--- src/rtl/oag_pkg.sv ---
package oag_pkg;

    typedef enum logic [1:0] {
        SZ_BYTE = 2'd0,
        SZ_HALF = 2'd1,
        SZ_WORD = 2'd2,
        SZ_DBL  = 2'd3
    } opnd_size_e;

    typedef enum logic [1:0] {
        ILEN_NONE  = 2'd0,
        ILEN_ONE   = 2'd1,
        ILEN_TWO   = 2'd2,
        ILEN_THREE = 2'd3
    } ilen_e;

    typedef struct packed {
        logic misalign;
        logic out_of_range;
    } fault_t;

    // Instruction length in halfwords from the two leftmost opcode bits.
    function automatic ilen_e ilen_from_top(input logic [1:0] top);
        ilen_e l;
        case (top)
            2'b00:   l = ILEN_ONE;
            2'b11:   l = ILEN_THREE;
            default: l = ILEN_TWO;
        endcase
        return l;
    endfunction

    // Mask of low address bits that must be zero for an operand size.
    function automatic logic [2:0] align_mask(input opnd_size_e s);
        logic [2:0] m;
        case (s)
            SZ_HALF: m = 3'b001;
            SZ_WORD: m = 3'b011;
            SZ_DBL:  m = 3'b111;
            default: m = 3'b000;
        endcase
        return m;
    endfunction

    // Operand length minus one, in bytes.
    function automatic logic [2:0] last_offset(input opnd_size_e s);
        logic [2:0] o;
        case (s)
            SZ_HALF: o = 3'd1;
            SZ_WORD: o = 3'd3;
            SZ_DBL:  o = 3'd7;
            default: o = 3'd0;
        endcase
        return o;
    endfunction

endpackage

--- src/rtl/oag_operand_gate.sv ---
module oag_operand_gate #(
    parameter int SEL_W  = 4,
    parameter int REG_W  = 32,
    parameter int ADDR_W = 24
) (
    input  logic [SEL_W-1:0]  sel,
    input  logic [REG_W-1:0]  reg_data,
    output logic [ADDR_W-1:0] value
);
    // Selector zero means "no register"; otherwise keep the address-wide low part.
    always_comb begin
        if (sel == '0)
            value = '0;
        else
            value = reg_data[ADDR_W-1:0];
    end
endmodule

--- src/rtl/oag_sum.sv ---
module oag_sum #(
    parameter int ADDR_W = 24,
    parameter int DISP_W = 12
) (
    input  logic [ADDR_W-1:0] base_val,
    input  logic [ADDR_W-1:0] index_val,
    input  logic [DISP_W-1:0] disp,
    output logic [ADDR_W-1:0] sum
);
    localparam int PAD_W = ADDR_W - DISP_W;

    logic [ADDR_W-1:0] disp_ext;

    always_comb begin
        disp_ext = {{PAD_W{1'b0}}, disp};
        // Result width truncates: the sum wraps modulo 2^ADDR_W.
        sum      = base_val + index_val + disp_ext;
    end
endmodule

--- src/rtl/oag_check.sv ---
module oag_check
    import oag_pkg::*;
#(
    parameter int ADDR_W = 24
) (
    input  logic [ADDR_W-1:0] addr,
    input  opnd_size_e        size,
    input  logic [ADDR_W:0]   limit,
    output fault_t            fault
);
    localparam int EXT_W = ADDR_W + 1;

    logic [EXT_W-1:0]  end_ext;
    logic [ADDR_W-1:0] last_byte;

    always_comb begin
        fault.misalign = |(addr[2:0] & align_mask(size));

        end_ext = {1'b0, addr} + {{(EXT_W-3){1'b0}}, last_offset(size)};
        // A wrapped operand still occupies the topmost byte.
        if (end_ext[ADDR_W])
            last_byte = '1;
        else
            last_byte = end_ext[ADDR_W-1:0];

        fault.out_of_range = ({1'b0, last_byte} >= limit);
    end
endmodule

--- src/rtl/oag_top.sv ---
module oag_top
    import oag_pkg::*;
#(
    parameter int ADDR_W = 24,
    parameter int DISP_W = 12,
    parameter int REG_W  = 32,
    parameter int SEL_W  = 4
) (
    input  logic              clk,
    input  logic              rst,
    input  logic              in_valid,
    input  logic [7:0]        in_opcode,
    input  logic [SEL_W-1:0]  in_base,
    input  logic [SEL_W-1:0]  in_index,
    input  logic [DISP_W-1:0] in_disp,
    input  logic [1:0]        in_size,
    input  logic [ADDR_W:0]   in_limit,
    output logic [SEL_W-1:0]  base_rd_sel,
    input  logic [REG_W-1:0]  base_rd_data,
    output logic [SEL_W-1:0]  index_rd_sel,
    input  logic [REG_W-1:0]  index_rd_data,
    output logic              out_valid,
    output logic [ADDR_W-1:0] out_addr,
    output logic [1:0]        out_ilen,
    output logic              out_spec_err,
    output logic              out_addr_err
);
    localparam int NOPND = 2;

    typedef struct packed {
        logic              valid;
        logic [ADDR_W-1:0] addr;
        ilen_e             ilen;
        fault_t            fault;
    } result_t;

    logic [SEL_W-1:0]  sel_arr  [NOPND];
    logic [REG_W-1:0]  data_arr [NOPND];
    logic [ADDR_W-1:0] val_arr  [NOPND];
    logic [ADDR_W-1:0] sum;
    fault_t            fault_now;
    result_t           res_d, res_q;

    assign base_rd_sel  = in_base;
    assign index_rd_sel = in_index;

    always_comb begin
        sel_arr[0]  = in_base;
        sel_arr[1]  = in_index;
        data_arr[0] = base_rd_data;
        data_arr[1] = index_rd_data;
    end

    for (genvar g = 0; g < NOPND; g++) begin : g_opnd
        oag_operand_gate #(
            .SEL_W (SEL_W),
            .REG_W (REG_W),
            .ADDR_W(ADDR_W)
        ) u_gate (
            .sel     (sel_arr[g]),
            .reg_data(data_arr[g]),
            .value   (val_arr[g])
        );
    end

    oag_sum #(
        .ADDR_W(ADDR_W),
        .DISP_W(DISP_W)
    ) u_sum (
        .base_val (val_arr[0]),
        .index_val(val_arr[1]),
        .disp     (in_disp),
        .sum      (sum)
    );

    oag_check #(
        .ADDR_W(ADDR_W)
    ) u_check (
        .addr (sum),
        .size (opnd_size_e'(in_size)),
        .limit(in_limit),
        .fault(fault_now)
    );

    always_comb begin
        res_d.valid = in_valid;
        res_d.addr  = sum;
        res_d.ilen  = ilen_from_top(in_opcode[7:6]);
        res_d.fault = in_valid ? fault_now : '0;
    end

    always_ff @(posedge clk) begin
        if (rst) begin
            res_q <= '0;
        end else begin
            res_q.valid <= res_d.valid;
            res_q.fault <= res_d.fault;
            if (in_valid) begin
                res_q.addr <= res_d.addr;
                res_q.ilen <= res_d.ilen;
            end
        end
    end

    assign out_valid    = res_q.valid;
    assign out_addr     = res_q.addr;
    assign out_ilen     = res_q.ilen;
    assign out_spec_err = res_q.fault.misalign;
    assign out_addr_err = res_q.fault.out_of_range;

endmodule

--- config.mk ---
export PLATFORM = sky130hd
export DESIGN_NAME = oag_top
export DESIGN_NICKNAME = d
export VERILOG_FILES = /design/src/rtl/oag_pkg.sv /design/src/rtl/oag_operand_gate.sv /design/src/rtl/oag_sum.sv /design/src/rtl/oag_check.sv /design/src/rtl/oag_top.sv
export SDC_FILE = /design/constraint.sdc
export NUM_CORES = 1
export LEC_CHECK = 0
export ABC_AREA = 0
export BUFFER_PORTS_ARGS = -buffer_cell sky130_fd_sc_hd__buf_4
export CAP_MARGIN = 15
export CORE_AREA = 3 3 70 137
export CTS_CLUSTER_SIZE = 30
export DETAILED_ROUTE_END_ITERATION = 8
export DIE_AREA = 0 0 73 140
export PLACE_DENSITY = 0.87
export SYNTH_ARGS = -nofsm -noshare
export SYNTH_HDL_FRONTEND = slang
export SYNTH_SLANG_ARGS = --single-unit
--- constraint.sdc ---
create_clock -name clk -period 16.2 [get_ports clk]
set_clock_uncertainty 0.15 [all_clocks]
set_input_delay 3.24 -clock clk [delete_from_list [all_inputs] [get_ports clk]]
set_output_delay 3.24 -clock clk [all_outputs]
set_load 0.05 [all_outputs]
==> key figures <==
Cells and area
  • Diodes inserted: 0
  • Area Overhead vs Synth: 24.8%
  • Share of cells above drive strength 1: 0.256
  • Design Area, Final: slightly below 6000 um2
  • Nets: 894

Synth
  • Most frequent cell after synthesis: ha_1
  • Syn Inst Count: about 590
  • Async set-reset flop share out of synthesis: 0
  • Synth area leaders: ha_1, dfxtp_1, nor2b_1, fa_1, mux2i_1
  • Syn Area/Cell: about 8.0 um2
  • Yosys top cell by area: ha_1
  • Synth warn: 0
  • Ys flop type: dfxtp_1
  • Post-Syn Area: 4670 um2
  • Synth unique cells: about 80
  • Syn nets: 782
  • Post-synth EDFFs: 0
  • Seq/Total Area, Yosys: 0.124
  • Synth cell count leaders: ha_1, nor2b_1, nor2_1
  • Synth top area share: 0.163
  • Flops & latches, synth: 29

Worst setup path
  • Slowest library cell on the worst path: nand4b_1
  • Crit-path leading delay family: compound AO/OA/AOI/OAI gates
  • WP data arrival: around 10 ns
  • Bufs and invs on worst path: 3
  • Worst Setup End Kind: register
  • CP max FO: 24
  • CP most frequent cell: o21a_1
  • Startpoint Class: input port
  • Worst path cell trace: buf_4 -> nor4_2 -> buf_4 -> nand2b_1 -> fa_1 -> inv_1 -> ha_1 -> fa_1 -> a211oi_2 -> o31ai_4 -> a21oi_1 -> xnor2_1 -> nand4_1 -> nor4_1 -> nand4b_1 -> o21ai_1 -> ha_1 -> o21a_1 -> o21a_1 -> o21a_1 -> o21a_1 -> o21ai_0 -> a2111oi_0 -> o21a_1
  • WS Path Type: input port to register
  • Critical Path RT: 16.22 ns
  • CP peak stage delay: approximately 0.83 ns

Clock network
  • CTS tree: built
  • Number of buffers on the longest clock path: 2
  • Post-CTS Setup Bufs: 0
  • Root cell of the clock tree: clkbuf_16
  • Clock latency on the worst-skew pair: ~0.28 ns
  • CTS clock-pin slew for the worst setup and hold paths: approximately 0.050 ns
  • Clk sink count: 29
  • Cells resized by post-CTS repair: 0
  • Num CTS Buffers: 5
  • H-tree depth: 2
  • Hold Buf Count CTS: 0

Detailed routing
  • Vias post-DR: ~4.9k
  • Drt drc: 0
  • Wire per inst: about 17 um
  • ANT nets after route: 0
  • Vias/cell: 6.10
  • Drt first pass iters: 7
  • Final WL: approximately 14000 um
  • DRT iter0 DRCs: approximately 360

GRT
  • Largest net degree at the start of global routing: 33
  • Met2 Usage GRT: 0.533
  • Most used routing layer: met2
  • First-pass GRT wire length: 22700 um
  • Vias in the first global route: roughly 4.9k
  • GR Util All Layers: 0.276
  • Met1 GRT Util: 0.269
  • GR Overflow Total: 0
  • Met3 Usage GRT: 0.0180
  • Initial antenna violation count: 0

Pwr
  • Worst IR Drop VDD: 0.0458 mV
  • Sw frac: 0.476
  • Reg power frac: 0.143
  • Clock power share: 0.178
  • P_int: around 330 uW
  • PwrDens: roughly 110 nW/um2
  • Static Leak: 0.00280 uW
  • Total net switching power: just under 300 uW
  • Gate power share: 0.679

Outcome
  • Status: completed

Timing
  • # setup viols final: 0
  • Final period utilization: 0.618
  • Pins Over Slew Limit: 0
  • Tmin final: roughly 10 ns
  • Worst-Margin Slew: roughly 0.95 ns
  • FMAX: 99.9 MHz
  • Final Hold Violating Endpoints: 0
  • Total negative slack: 0 ns
  • RSZ-0062 raised after global routing: false
  • Rel. slew slack: 0.362

Placement
  • Final GP Congestion: approximately 0.92
  • DP Area: 5660 um2
  • Dpl hpwl: approximately 11000 um
  • IO buf count: 136

Die
  • Die Wd: around 73 um
  • DIE AREA: about 10000 um2
  • I/O pins: 159
  • Row count: between 40 and 50
  • Core ar.: roughly 8700 um2
  • DIE HEIGHT: ~140 um
  • Initial Util: 0.537

Worst hold path
  • Worst hold-check path type: register to register

Run
  • Max cap viols: 0
==> worst paths after layout <==
kind	startpoint	end	slack, ns	cells after the start
max	in_base[1]	out_addr_err$_SDFF_PP0_	6.19	24
max reg2reg	out_addr[18]$_SDFFE_PP0P_	out_addr[18]$_SDFFE_PP0P_	15.36	2
min	out_ilen[1]$_SDFFE_PP0P_	out_ilen[1]$_SDFFE_PP0P_	0.33	2
min reg2reg	out_ilen[1]$_SDFFE_PP0P_	out_ilen[1]$_SDFFE_PP0P_	0.33	2
==> sequential cells by signal, summed over array words and instances (netlist names) <==
signal,flops
out_addr_err,1
out_addr,24
out_spec_err,1
out_valid,1
out_ilen,2
==> worst min-delay path, stage by stage, from the launching register on <==
cell and delay [ns]:
dfxtp_1 0.31, nor2_1 0.08, a211oi_1 0.04
==> stage by stage <==
step | cells | utilization | hold slack, ns | total power, uW | setup WS, ns
CTS | 798 | 0.670 | 0.330 | 620 | 6.31
floorplan | 585 | - | 0.544 | 399 | 7.31
global route | 798 | 0.670 | 0.362 | 670 | 5.76
detailed placement | 790 | 0.650 | 0.323 | 505 | 6.07
global placement | 790 | 0.650 | 0.319 | 488 | 6.26
finish | 798 | 0.670 | 0.328 | 625 | 6.19
==> placed cells by master (no fill, tap or decap), drive strengths merged, types with 4 or more instances in the layout <==
cell type  count
and2           8
dfxtp         29
or2            4
a21oi         29
o21a          12
nor4           6
and3           4
ha            61
o211ai         4
fa            14
o21ai         24
nand3         18
inv           39
or4            4
nor2b         50
clkbuf         7
buf          138
xnor2         12
nor3          12
nand2         41
a211oi         7
nand2b        13
mux2i         25
a21o           9
a2111oi        4
o22ai          4
o31ai          6
nand4          8
nor2          48
xor2           8
==> logic make-up (layout without fill, tap and decap cells) <==
logic type,count (synthesis),after routing,synth area share
mux,25,25,0.0535
buf+inv,72,185,0.0718
compound gates,132,132,0.211
flops,29,29,0.124
simple gates,232,232,0.278
fa+ha+maj,75,75,0.223
xor+xnor,20,20,0.0375
==> final cells by class <==
cell class | count | area (um2)
Timing Repair Buffer | 138 | 1040
Sequential cell | 29 | 581
Inverter | 39 | 146
Fill cell | 721 | 2880
Clock buffer | 7 | 143
Tap cell | 100 | 125
Clock inverter | 1 | 30.0
Multi-Input combinational cell | 484 | 3770
==> per-layer routing <==
metal,wire length (um),vias up
met3,627,59
met1,4540,2285
met2,7880,208
met4,762,0
li1,-,2318
met5,0,-
==> power groups by stage <==
stage,Combinational [uW],Sequential [uW],Clock (uW)
floorplan,270,128,0
global placement,398,90.4,0
detailed placement,414,90.7,0
CTS,419,89.4,112
global route,465,90.6,115
finish,424,89.6,111
Power figures use the tool's default switching activity.
